===== src/rtl/hptw_pkg.sv =====
package hptw_pkg;
  localparam int PERM_R = 0;
  localparam int PERM_W = 1;
  localparam int PERM_X = 2;

  typedef enum logic [1:0] {
    ACC_READ  = 2'd0,
    ACC_WRITE = 2'd1,
    ACC_FETCH = 2'd2
  } acc_e;

  typedef enum logic [2:0] {
    ST_OK          = 3'd0,
    ST_PAGE_FAULT  = 3'd1,
    ST_PROT_FAULT  = 3'd2,
    ST_NOEXEC      = 3'd3,
    ST_UNSUPPORTED = 3'd4
  } status_e;

  typedef enum logic [2:0] {
    S_IDLE, S_W0_REQ, S_W0_WAIT, S_W1_REQ, S_W1_WAIT, S_WB_REQ, S_WB_WAIT, S_RESP
  } state_e;
endpackage


===== src/rtl/hptw_hash.sv =====
module hptw_hash #(
  parameter int AW          = 32,
  parameter int VSID_W      = 24,
  parameter int PIDX_W      = 16,
  parameter int SLOT_W      = 3,
  parameter int GRP_SHIFT   = 6,
  parameter int ENTRY_SHIFT = 3,
  parameter int API_W       = 6
) (
  input  logic [VSID_W-1:0] vsid,
  input  logic [PIDX_W-1:0] pidx,
  input  logic              secondary,
  input  logic [SLOT_W-1:0] slot,
  input  logic [AW-1:0]     base,
  input  logic [AW-1:0]     mask,
  output logic [AW-1:0]     w0_addr,
  output logic [31:0]       cmp_word
);
  localparam int API_SHIFT  = PIDX_W - API_W;
  localparam int VSID_SHIFT = API_W + 1;

  logic [AW-1:0] hash_full;
  logic [AW-1:0] hash_sel;
  logic [AW-1:0] grp_off;

  always_comb begin
    hash_full = AW'(vsid ^ VSID_W'(pidx));
    hash_sel  = secondary ? ~hash_full : hash_full;
    grp_off   = (hash_sel << GRP_SHIFT) & mask;
    w0_addr   = base + grp_off + (AW'(slot) << ENTRY_SHIFT);
    cmp_word  = (32'(vsid) << VSID_SHIFT) | 32'(pidx >> API_SHIFT);
  end
endmodule


===== src/rtl/hptw_prot.sv =====
module hptw_prot
  import hptw_pkg::*;
(
  input  logic       key,
  input  logic [1:0] pp,
  input  logic       nx,
  input  acc_e       acc,
  output logic [2:0] perm_out,
  output logic       grant
);
  logic rd, wr;
  logic [2:0] full, need;

  always_comb begin
    if (!key) begin
      rd = 1'b1;
      wr = (pp != 2'd3);
    end else begin
      rd = (pp != 2'd0);
      wr = (pp == 2'd2);
    end
    full = '0;
    full[PERM_R] = rd;
    full[PERM_W] = wr;
    full[PERM_X] = !nx;
    need = '0;
    case (acc)
      ACC_WRITE: need[PERM_W] = 1'b1;
      ACC_FETCH: need[PERM_X] = 1'b1;
      default:   need[PERM_R] = 1'b1;
    endcase
    grant    = |(full & need);
    perm_out = full;
    if (acc != ACC_WRITE) perm_out[PERM_W] = 1'b0;
  end
endmodule


===== src/rtl/hpt_walker.sv =====
module hpt_walker
  import hptw_pkg::*;
#(
  parameter int SEG_N       = 16,
  parameter int ENTRIES     = 8,
  parameter int ENTRY_BYTES = 8,
  parameter int PAGE_SHIFT  = 12
) (
  input  logic                clk,
  input  logic                rst_n,
  input  logic                req_valid,
  output logic                req_ready,
  input  logic [31:0]         req_ea,
  input  logic [1:0]          req_acc,
  input  logic                req_user,
  output logic                rsp_valid,
  input  logic                rsp_ready,
  output logic [2:0]          rsp_status,
  output logic [31:0]         rsp_raddr,
  output logic [2:0]          rsp_perm,
  input  logic [SEG_N*32-1:0] seg_regs,
  input  logic [31:0]         cfg_base,
  input  logic [31:0]         cfg_mask,
  output logic                mem_req_valid,
  input  logic                mem_req_ready,
  output logic                mem_req_we,
  output logic [31:0]         mem_req_addr,
  output logic [31:0]         mem_req_wdata,
  input  logic                mem_rsp_valid,
  input  logic [31:0]         mem_rsp_rdata
);
  localparam int SEG_IDX_W  = $clog2(SEG_N);
  localparam int SLOT_W     = $clog2(ENTRIES);
  localparam int GRP_SHIFT  = $clog2(ENTRIES * ENTRY_BYTES);
  localparam int ENT_SHIFT  = $clog2(ENTRY_BYTES);
  localparam int PIDX_W     = 32 - SEG_IDX_W - PAGE_SHIFT;
  localparam int VSID_W     = 24;
  localparam int DS_BIT     = 31;
  localparam int KS_BIT     = 30;
  localparam int KP_BIT     = 29;
  localparam int NX_BIT     = 28;
  localparam int REF_BIT    = 8;
  localparam int CHG_BIT    = 7;
  localparam int FLAG_BIT   = 6;
  localparam logic [31:0] CMP_MASK = 32'h7FFF_FFBF;

  state_e             state;
  logic [31:0]        ea_q;
  acc_e               acc_q;
  logic               user_q;
  logic [31:0]        seg_q;
  logic               sec_q;
  logic [SLOT_W-1:0]  slot_q;
  logic [31:0]        hit_addr_q;
  logic [31:0]        wb_q;
  status_e            st_q;
  logic [31:0]        raddr_q;
  logic [2:0]         perm_q;

  logic [31:0] seg_sel;
  logic [31:0] w0_addr;
  logic [31:0] cmp_word;
  logic        entry_hit;
  logic [2:0]  perm_new;
  logic        grant;
  logic        key;
  logic [31:0] new_w1;

  assign seg_sel = seg_regs[{req_ea[31 -: SEG_IDX_W], 5'b0} +: 32];

  hptw_hash #(
    .AW(32), .VSID_W(VSID_W), .PIDX_W(PIDX_W), .SLOT_W(SLOT_W),
    .GRP_SHIFT(GRP_SHIFT), .ENTRY_SHIFT(ENT_SHIFT), .API_W(6)
  ) u_hash (
    .vsid(seg_q[VSID_W-1:0]),
    .pidx(ea_q[PAGE_SHIFT +: PIDX_W]),
    .secondary(sec_q),
    .slot(slot_q),
    .base(cfg_base),
    .mask(cfg_mask),
    .w0_addr(w0_addr),
    .cmp_word(cmp_word)
  );

  assign entry_hit = mem_rsp_rdata[31]
                   && (mem_rsp_rdata[FLAG_BIT] == sec_q)
                   && (((mem_rsp_rdata ^ cmp_word) & CMP_MASK) == 32'd0);

  assign key = user_q ? seg_q[KP_BIT] : seg_q[KS_BIT];

  hptw_prot u_prot (
    .key(key),
    .pp(mem_rsp_rdata[1:0]),
    .nx(seg_q[NX_BIT]),
    .acc(acc_q),
    .perm_out(perm_new),
    .grant(grant)
  );

  always_comb begin
    new_w1 = mem_rsp_rdata;
    new_w1[REF_BIT] = 1'b1;
    if (acc_q == ACC_WRITE) new_w1[CHG_BIT] = 1'b1;
  end

  always_ff @(posedge clk or negedge rst_n) begin
    if (!rst_n) begin
      state      <= S_IDLE;
      ea_q       <= '0;
      acc_q      <= ACC_READ;
      user_q     <= 1'b0;
      seg_q      <= '0;
      sec_q      <= 1'b0;
      slot_q     <= '0;
      hit_addr_q <= '0;
      wb_q       <= '0;
      st_q       <= ST_OK;
      raddr_q    <= '0;
      perm_q     <= '0;
    end else begin
      case (state)
        S_IDLE: if (req_valid) begin
          ea_q    <= req_ea;
          acc_q   <= acc_e'(req_acc);
          user_q  <= req_user;
          seg_q   <= seg_sel;
          sec_q   <= 1'b0;
          slot_q  <= '0;
          raddr_q <= '0;
          perm_q  <= '0;
          if (seg_sel[DS_BIT]) begin
            st_q  <= ST_UNSUPPORTED;
            state <= S_RESP;
          end else if (acc_e'(req_acc) == ACC_FETCH && seg_sel[NX_BIT]) begin
            st_q  <= ST_NOEXEC;
            state <= S_RESP;
          end else begin
            state <= S_W0_REQ;
          end
        end
        S_W0_REQ: if (mem_req_ready) state <= S_W0_WAIT;
        S_W0_WAIT: if (mem_rsp_valid) begin
          if (entry_hit) begin
            hit_addr_q <= w0_addr;
            state      <= S_W1_REQ;
          end else if (slot_q == SLOT_W'(ENTRIES - 1)) begin
            if (sec_q) begin
              st_q  <= ST_PAGE_FAULT;
              state <= S_RESP;
            end else begin
              sec_q  <= 1'b1;
              slot_q <= '0;
              state  <= S_W0_REQ;
            end
          end else begin
            slot_q <= slot_q + 1'b1;
            state  <= S_W0_REQ;
          end
        end
        S_W1_REQ: if (mem_req_ready) state <= S_W1_WAIT;
        S_W1_WAIT: if (mem_rsp_valid) begin
          if (!grant) begin
            st_q  <= ST_PROT_FAULT;
            state <= S_RESP;
          end else begin
            st_q    <= ST_OK;
            raddr_q <= {mem_rsp_rdata[31:PAGE_SHIFT], ea_q[PAGE_SHIFT-1:0]};
            perm_q  <= perm_new;
            wb_q    <= new_w1;
            state   <= (new_w1 != mem_rsp_rdata) ? S_WB_REQ : S_RESP;
          end
        end
        S_WB_REQ:  if (mem_req_ready) state <= S_WB_WAIT;
        S_WB_WAIT: if (mem_rsp_valid) state <= S_RESP;
        S_RESP:    if (rsp_ready) state <= S_IDLE;
        default:   state <= S_IDLE;
      endcase
    end
  end

  assign req_ready     = (state == S_IDLE);
  assign rsp_valid     = (state == S_RESP);
  assign rsp_status    = st_q;
  assign rsp_raddr     = raddr_q;
  assign rsp_perm      = perm_q;
  assign mem_req_valid = (state == S_W0_REQ) || (state == S_W1_REQ) || (state == S_WB_REQ);
  assign mem_req_we    = (state == S_WB_REQ);
  assign mem_req_addr  = (state == S_W0_REQ) ? w0_addr : (hit_addr_q + 32'd4);
  assign mem_req_wdata = wb_q;

  AST_MEM_REQ_HOLD: assert property (@(posedge clk) disable iff (!rst_n)
    mem_req_valid && !mem_req_ready |=> mem_req_valid && $stable(mem_req_addr) && $stable(mem_req_we));
  AST_RSP_HOLD: assert property (@(posedge clk) disable iff (!rst_n)
    rsp_valid && !rsp_ready |=> rsp_valid && $stable(rsp_status) && $stable(rsp_raddr) && $stable(rsp_perm));
  AST_DIRECT_STORE_BYPASS: assert property (@(posedge clk) disable iff (!rst_n)
    req_valid && req_ready && seg_sel[DS_BIT] |=> rsp_valid && rsp_status == ST_UNSUPPORTED && !mem_req_valid);
  AST_NOEXEC_EARLY: assert property (@(posedge clk) disable iff (!rst_n)
    req_valid && req_ready && !seg_sel[DS_BIT] && req_acc == 2'd2 && seg_sel[NX_BIT]
    |=> rsp_valid && rsp_status == ST_NOEXEC);
  AST_WB_SETS_REF: assert property (@(posedge clk) disable iff (!rst_n)
    mem_req_valid && mem_req_we |-> mem_req_wdata[REF_BIT] && mem_req_addr[2]);
  AST_OK_OFFSET: assert property (@(posedge clk) disable iff (!rst_n)
    rsp_valid && rsp_status == ST_OK |-> rsp_raddr[PAGE_SHIFT-1:0] == ea_q[PAGE_SHIFT-1:0]);
  AST_WRITE_NEEDS_READ: assert property (@(posedge clk) disable iff (!rst_n)
    rsp_valid && rsp_perm[PERM_W] |-> rsp_perm[PERM_R]);
  AST_NONWRITE_NO_W: assert property (@(posedge clk) disable iff (!rst_n)
    rsp_valid && acc_q != ACC_WRITE |-> !rsp_perm[PERM_W]);
  AST_FAULT_NO_PERM: assert property (@(posedge clk) disable iff (!rst_n)
    rsp_valid && rsp_status != ST_OK |-> rsp_perm == 3'd0);
endmodule


===== config.mk =====
export PLATFORM = sky130hd
export DESIGN_NAME = hpt_walker
export DESIGN_NICKNAME = d
export VERILOG_FILES = /design/src/rtl/hptw_pkg.sv /design/src/rtl/hptw_hash.sv /design/src/rtl/hptw_prot.sv /design/src/rtl/hpt_walker.sv
export SDC_FILE = /design/constraint.sdc
export NUM_CORES = 1
export LEC_CHECK = 0
export ABC_CLOCK_PERIOD_IN_PS = 12500
export BUFFER_PORTS_ARGS = -buffer_cell sky130_fd_sc_hd__buf_4
export CAP_MARGIN = 10
export CORE_AREA = 5 5 294 296
export CTS_BUF_LIST = sky130_fd_sc_hd__clkbuf_4
export CTS_CLUSTER_DIAMETER = 150
export DETAILED_ROUTE_END_ITERATION = 8
export DIE_AREA = 0 0 299 301
export GPL_TIMING_DRIVEN = 0
export SLEW_MARGIN = 30
export SYNTH_ARGS = -nofsm -noshare
export SYNTH_HDL_FRONTEND = slang
export SYNTH_SLANG_ARGS = --single-unit

===== constraint.sdc =====
create_clock -name clk -period 12.5 [get_ports clk]
set_input_delay 1.875 -clock clk [delete_from_list [all_inputs] [get_ports clk]]
set_output_delay 1.875 -clock clk [all_outputs]
set_load 0.005 [all_outputs]

==> summary.md <==
| Metric | Value |
|---|---|
| Initial Util | `0.156` |
| Int Power | `between 1.5 and 2 mW` |
| DR vias | `13400` |
| Hold Crit Depth | `1` |
| Overflow after GRT | `0` |
| Met3 WL post-DR | `9.19 mm` |
| Remaining design rule violation count | `0` |
| Drt first pass iters | `5` |
| Mux share of post-synthesis cell area | `0.317` |
| Max FO, Critical Path | `10` |
| Rel. slew slack | `0.358` |
| Min Clock Period, post-route | `7.52 ns` |
| Synthesized flop and latch total | `167` |
| Synth Warn # | `0` |
| Worst hold margin | `0.497 ns` |
| Adder-cell area share of the yosys netlist | `0.0334` |
| Worst path slowest cell | `buf_1` |
| Area contributors post-synth | `dfrtp_1 32%, mux4_2 24%, mux2_2 6.7%` |
| Slew @ Worst Pin | `0.963 ns` |
| Synth Area per Inst | `11.1 µm²` |
| Number of cell rows | `~110` |
| Clock power frac | `0.134` |
| CP required | `10.62 ns` |
| Routed vias/inst | `4.47` |
| Port-buffer cells | `just under 700` |
| Crit Path Class | `reg2out` |
| Reg area | `about 4200 µm²` |
| Io pins | `755` |
| Reg2Reg Depth | `13` |
| Core Area | `83300 µm²` |
| CP endpoint kind | `output port` |
| Final #Nets | `2555` |
| Hold Buf Count CTS | `0` |
| Critical-path cell list | `buf_1, clkbuf_2, xnor2_1, and2_1, ha_1, and3_1, a221oi_2, nand4b_1, a41oi_1, o41ai_2, a311oi_1, xor2_1, mux2i_1, buf_4` |
| Max-cap violations | `0` |
| Share of power burned in registers | `0.299` |
| Max Root-Sink Buffers | `2` |
| Worst VDD drop | `between 0.05 and 0.06 mV` |
| Endpoints failing setup | `0` |
| Setup WS post-layout | `4.98 ns` |
| Global-route wire length before repair | `approximately 120 mm` |
| CTS tree | `done` |
| Post-Synthesis Cell Area | `13000 µm²` |
| Wirelength per Cell | `32.2 µm` |
| Startpoint Class | `register` |
| Number of buffers created by CTS | `17` |
| P_sw | `1.36 mW` |
| Syn Inst Count | `1168` |
| Share of cells above drive strength 1 | `0.512` |
| Die W | `299 µm` |
| Max incr delay on CP | `0.68 ns` |
| Iter 0 DRT Violations | `about 1100` |
| Filler instances | `between 9000 and 10000` |
| Post-DRT Antenna Nets | `0` |
| HPWL Detailed | `~86 mm` |
| Final period util | `0.602` |
| Net Sw Frac | `0.453` |
| Multi-input logic area | `8380 µm²` |
| Die area | `90000 µm²` |
| Crit path DAT | `about 5.7 ns` |
| RSZ-0062 raised after global routing | `false` |
| Main combinational cell family by area after synthesis | `multiplexers` |
| Chip height | `301 µm` |
| Top cell type by total area after synthesis | `dfrtp_1` |
| Synth unique cells | `62` |
| Pre-CTS setup slack | `5.61 ns` |
| Largest net degree at the start of global routing | `74` |
| Post-synthesis sequential area ratio | `0.322` |
| Min-Delay Path Class | `reg2reg` |
| Share of the synthesized area in the top cell type | `0.322` |
| Clock Tree Root | `clkbuf_4` |
| Routed wl met2 | `47.6 mm` |
| Sink Count | `167` |
| Compound-Gate Fraction of Synth Area | `0.0955` |
| RePlAce Congestion | `0.894` |
| Outcome | `complete, no violations` |
| Final Instance Area | `about 20000 µm²` |
| Area Overhead vs Synth | `53.8%` |
| Top layer in use | `met5` |
| Main synth FF type | `dfrtp_1` |
| Setup_tns | `0 ns` |
| Initial antenna violation count | `89` |
| Clock Latency Late Sink | `0.79 ns` |
| Post-Synth Simple-Gate Area | `0.114` |
| Wirelength, routed | `96.5 mm` |
| M1 wire length | `between 30 and 40 mm` |
| Comb power frac | `0.568` |
| Leak Pwr | `just under 9 nW` |
| Synth Net Count | `1851` |
| Quantity of gates resized following cts | `0` |
| DP Area | `19500 µm²` |
| Ys async rst share | `1.00` |
| Pwr Density | `between 150 and 200 nW/µm²` |
| Achievable clock frequency | `133 MHz` |
| Skew final | `0.0749 ns` |
| Final Max Slew Viols | `0` |
| EDFF count, synth | `0` |
| Post-CTS setup buffer count | `0` |
| Vias in the first global route | `13600` |
| CTS H-Tree Depth | `4` |
| Final Hold Vio Count | `0` |
| XOR/XNOR Fraction of Synth Area | `0.0864` |
| Global-route usage over all layers | `0.207` |
| Clock-pin slew on the worst setup and hold paths | `0.20 ns` |
==> cell families after synthesis <==
logic type / after synthesis
AND/OR/NAND/NOR: 328
multiplexers: 227
AO/OA/AOI/OAI: 188
flip-flops: 167
XOR/XNOR: 128
buffers and inverters: 96
adder cells (fa/ha/maj): 34
==> final timing paths <==
check                              endpoint  slack, ns              from
min reg2reg                mem_req_wdata[8]       0.50  mem_req_wdata[8]
min in group asynchronous      rsp_raddr[4]       0.94             rst_n
max                        mem_req_addr[27]       4.98             sec_q
max in group asynchronous  mem_req_wdata[1]      10.83             rst_n
max reg2reg                  hit_addr_q[27]       7.66             sec_q
min                        mem_req_wdata[8]       0.50  mem_req_wdata[8]
==> critical path, delay by kind of cell, from the launching register on <==
family	cells	cell delay [ns]
AND/OR/NAND/NOR	3	0.61
adder cells (fa/ha/maj)	1	0.37
XOR/XNOR	2	0.47
buffers and inverters	3	1.38
multiplexers	1	0.14
AO/OA/AOI/OAI	4	1.43
flip-flops	1	0.50
==> power by group through the flow <==
stage | Combinational (mW) | Clock, mW | Sequential (mW)
final | 1.71 | 0.402 | 0.898
after global routing | 1.86 | 0.438 | 0.922
after CTS | 1.73 | 0.426 | 0.907
after detailed placement | 1.72 | 0 | 0.919
after global placement | 1.71 | 0 | 0.915
after floorplan | 0.958 | 0 | 0.839
==> layout by cell type, fill, tap and decap left out, types with 7 or more instances in the layout <==
cell type and instances:
nor3_1 7, nand3_1 19, ha_1 33, a22o_1 19, nor2_1 37, o21ai_0 56
and3_1 9, nand2_1 190, nor4_1 7, nand4_1 11, inv_1 19, clkbuf_4 17
mux4_2 139, o21a_1 7, dfrtp_1 167, buf_1 12, mux2i_1 11, a21oi_1 46
xor2_1 49, a21o_1 14, xnor2_1 79, buf_2 16, mux2_2 77, diode_2 33
and2_1 30, clkinv_8 7, clkbuf_1 41, buf_4 682
==> state kept, by name, indices dropped and copies added (netlist names), 2 cells and up <==
name / flops
acc_q: 2
rsp_perm: 3
rsp_raddr: 32
ea_q: 28
hit_addr_q: 32
rsp_status: 3
state: 3
seg_q: 27
slot_q: 3
mem_req_wdata: 32
==> stage by stage <==
stage | utilization | power (mW) | cells
3_5_place_dp | 0.234 | 2.64 | 2933
4_1_cts | 0.238 | 3.06 | 2965
2_1_floorplan | - | 1.80 | 1168
5_1_grt | 0.239 | 3.22 | 2980
6_report | 0.239 | 3.01 | 2998
3_3_place_gp | 0.233 | 2.62 | 2931
==> layer usage <==
| layer | track usage | up-vias |
|---|---|---|
| li1 | - | 5818 |
| met1 | 0.244 | 6696 |
| met2 | 0.360 | 735 |
| met3 | 0.0678 | 134 |
| met4 | 0.0583 | 30 |
| met5 | 0 | - |
==> layout make-up <==
| class | count | area share |
|---|---|---|
| Buffer | 77 | 0.0174 |
| Multi-Input combinational cell | 905 | 0.420 |
| Clock inverter | 15 | 0.0109 |
| Clock buffer | 17 | 0.00640 |
| Inverter | 19 | 0.00358 |
| Timing Repair Buffer | 685 | 0.260 |
| Tap cell | 1080 | 0.0677 |
| Sequential cell | 167 | 0.210 |
| Antenna cell | 33 | 0.00414 |
==> Yosys cell counts (2+ instances only) <==
cell type	instances
xnor2_1	79
o21bai_1	2
a22o_1	19
o31ai_1	5
buf_1	16
xor2_1	49
o2bb2ai_1	2
o221ai_1	2
o21ai_1	3
buf_2	13
mux4_2	139
nor3_1	7
and2_1	30
a41oi_1	2
o22ai_1	3
o211ai_1	4
mux2i_1	11
a221oi_2	2
a31oi_1	2
clkbuf_1	45
a21oi_1	46
ha_1	33
dfrtp_1	167
and3_1	9
nand4b_1	2
a32o_1	2
a21boi_0	2
buf_6	2
inv_1	19
nand3_1	19
nand2_1	190
mux2_2	77
o21a_1	7
o21ai_0	56
nand4_1	11
nor4_1	7
a221oi_1	2
nor2_1	37
nand2b_1	4
nor2b_1	4
a311oi_1	2
o31a_1	2
a21o_1	14
Note: power is estimated with default switching activity, not from simulation.
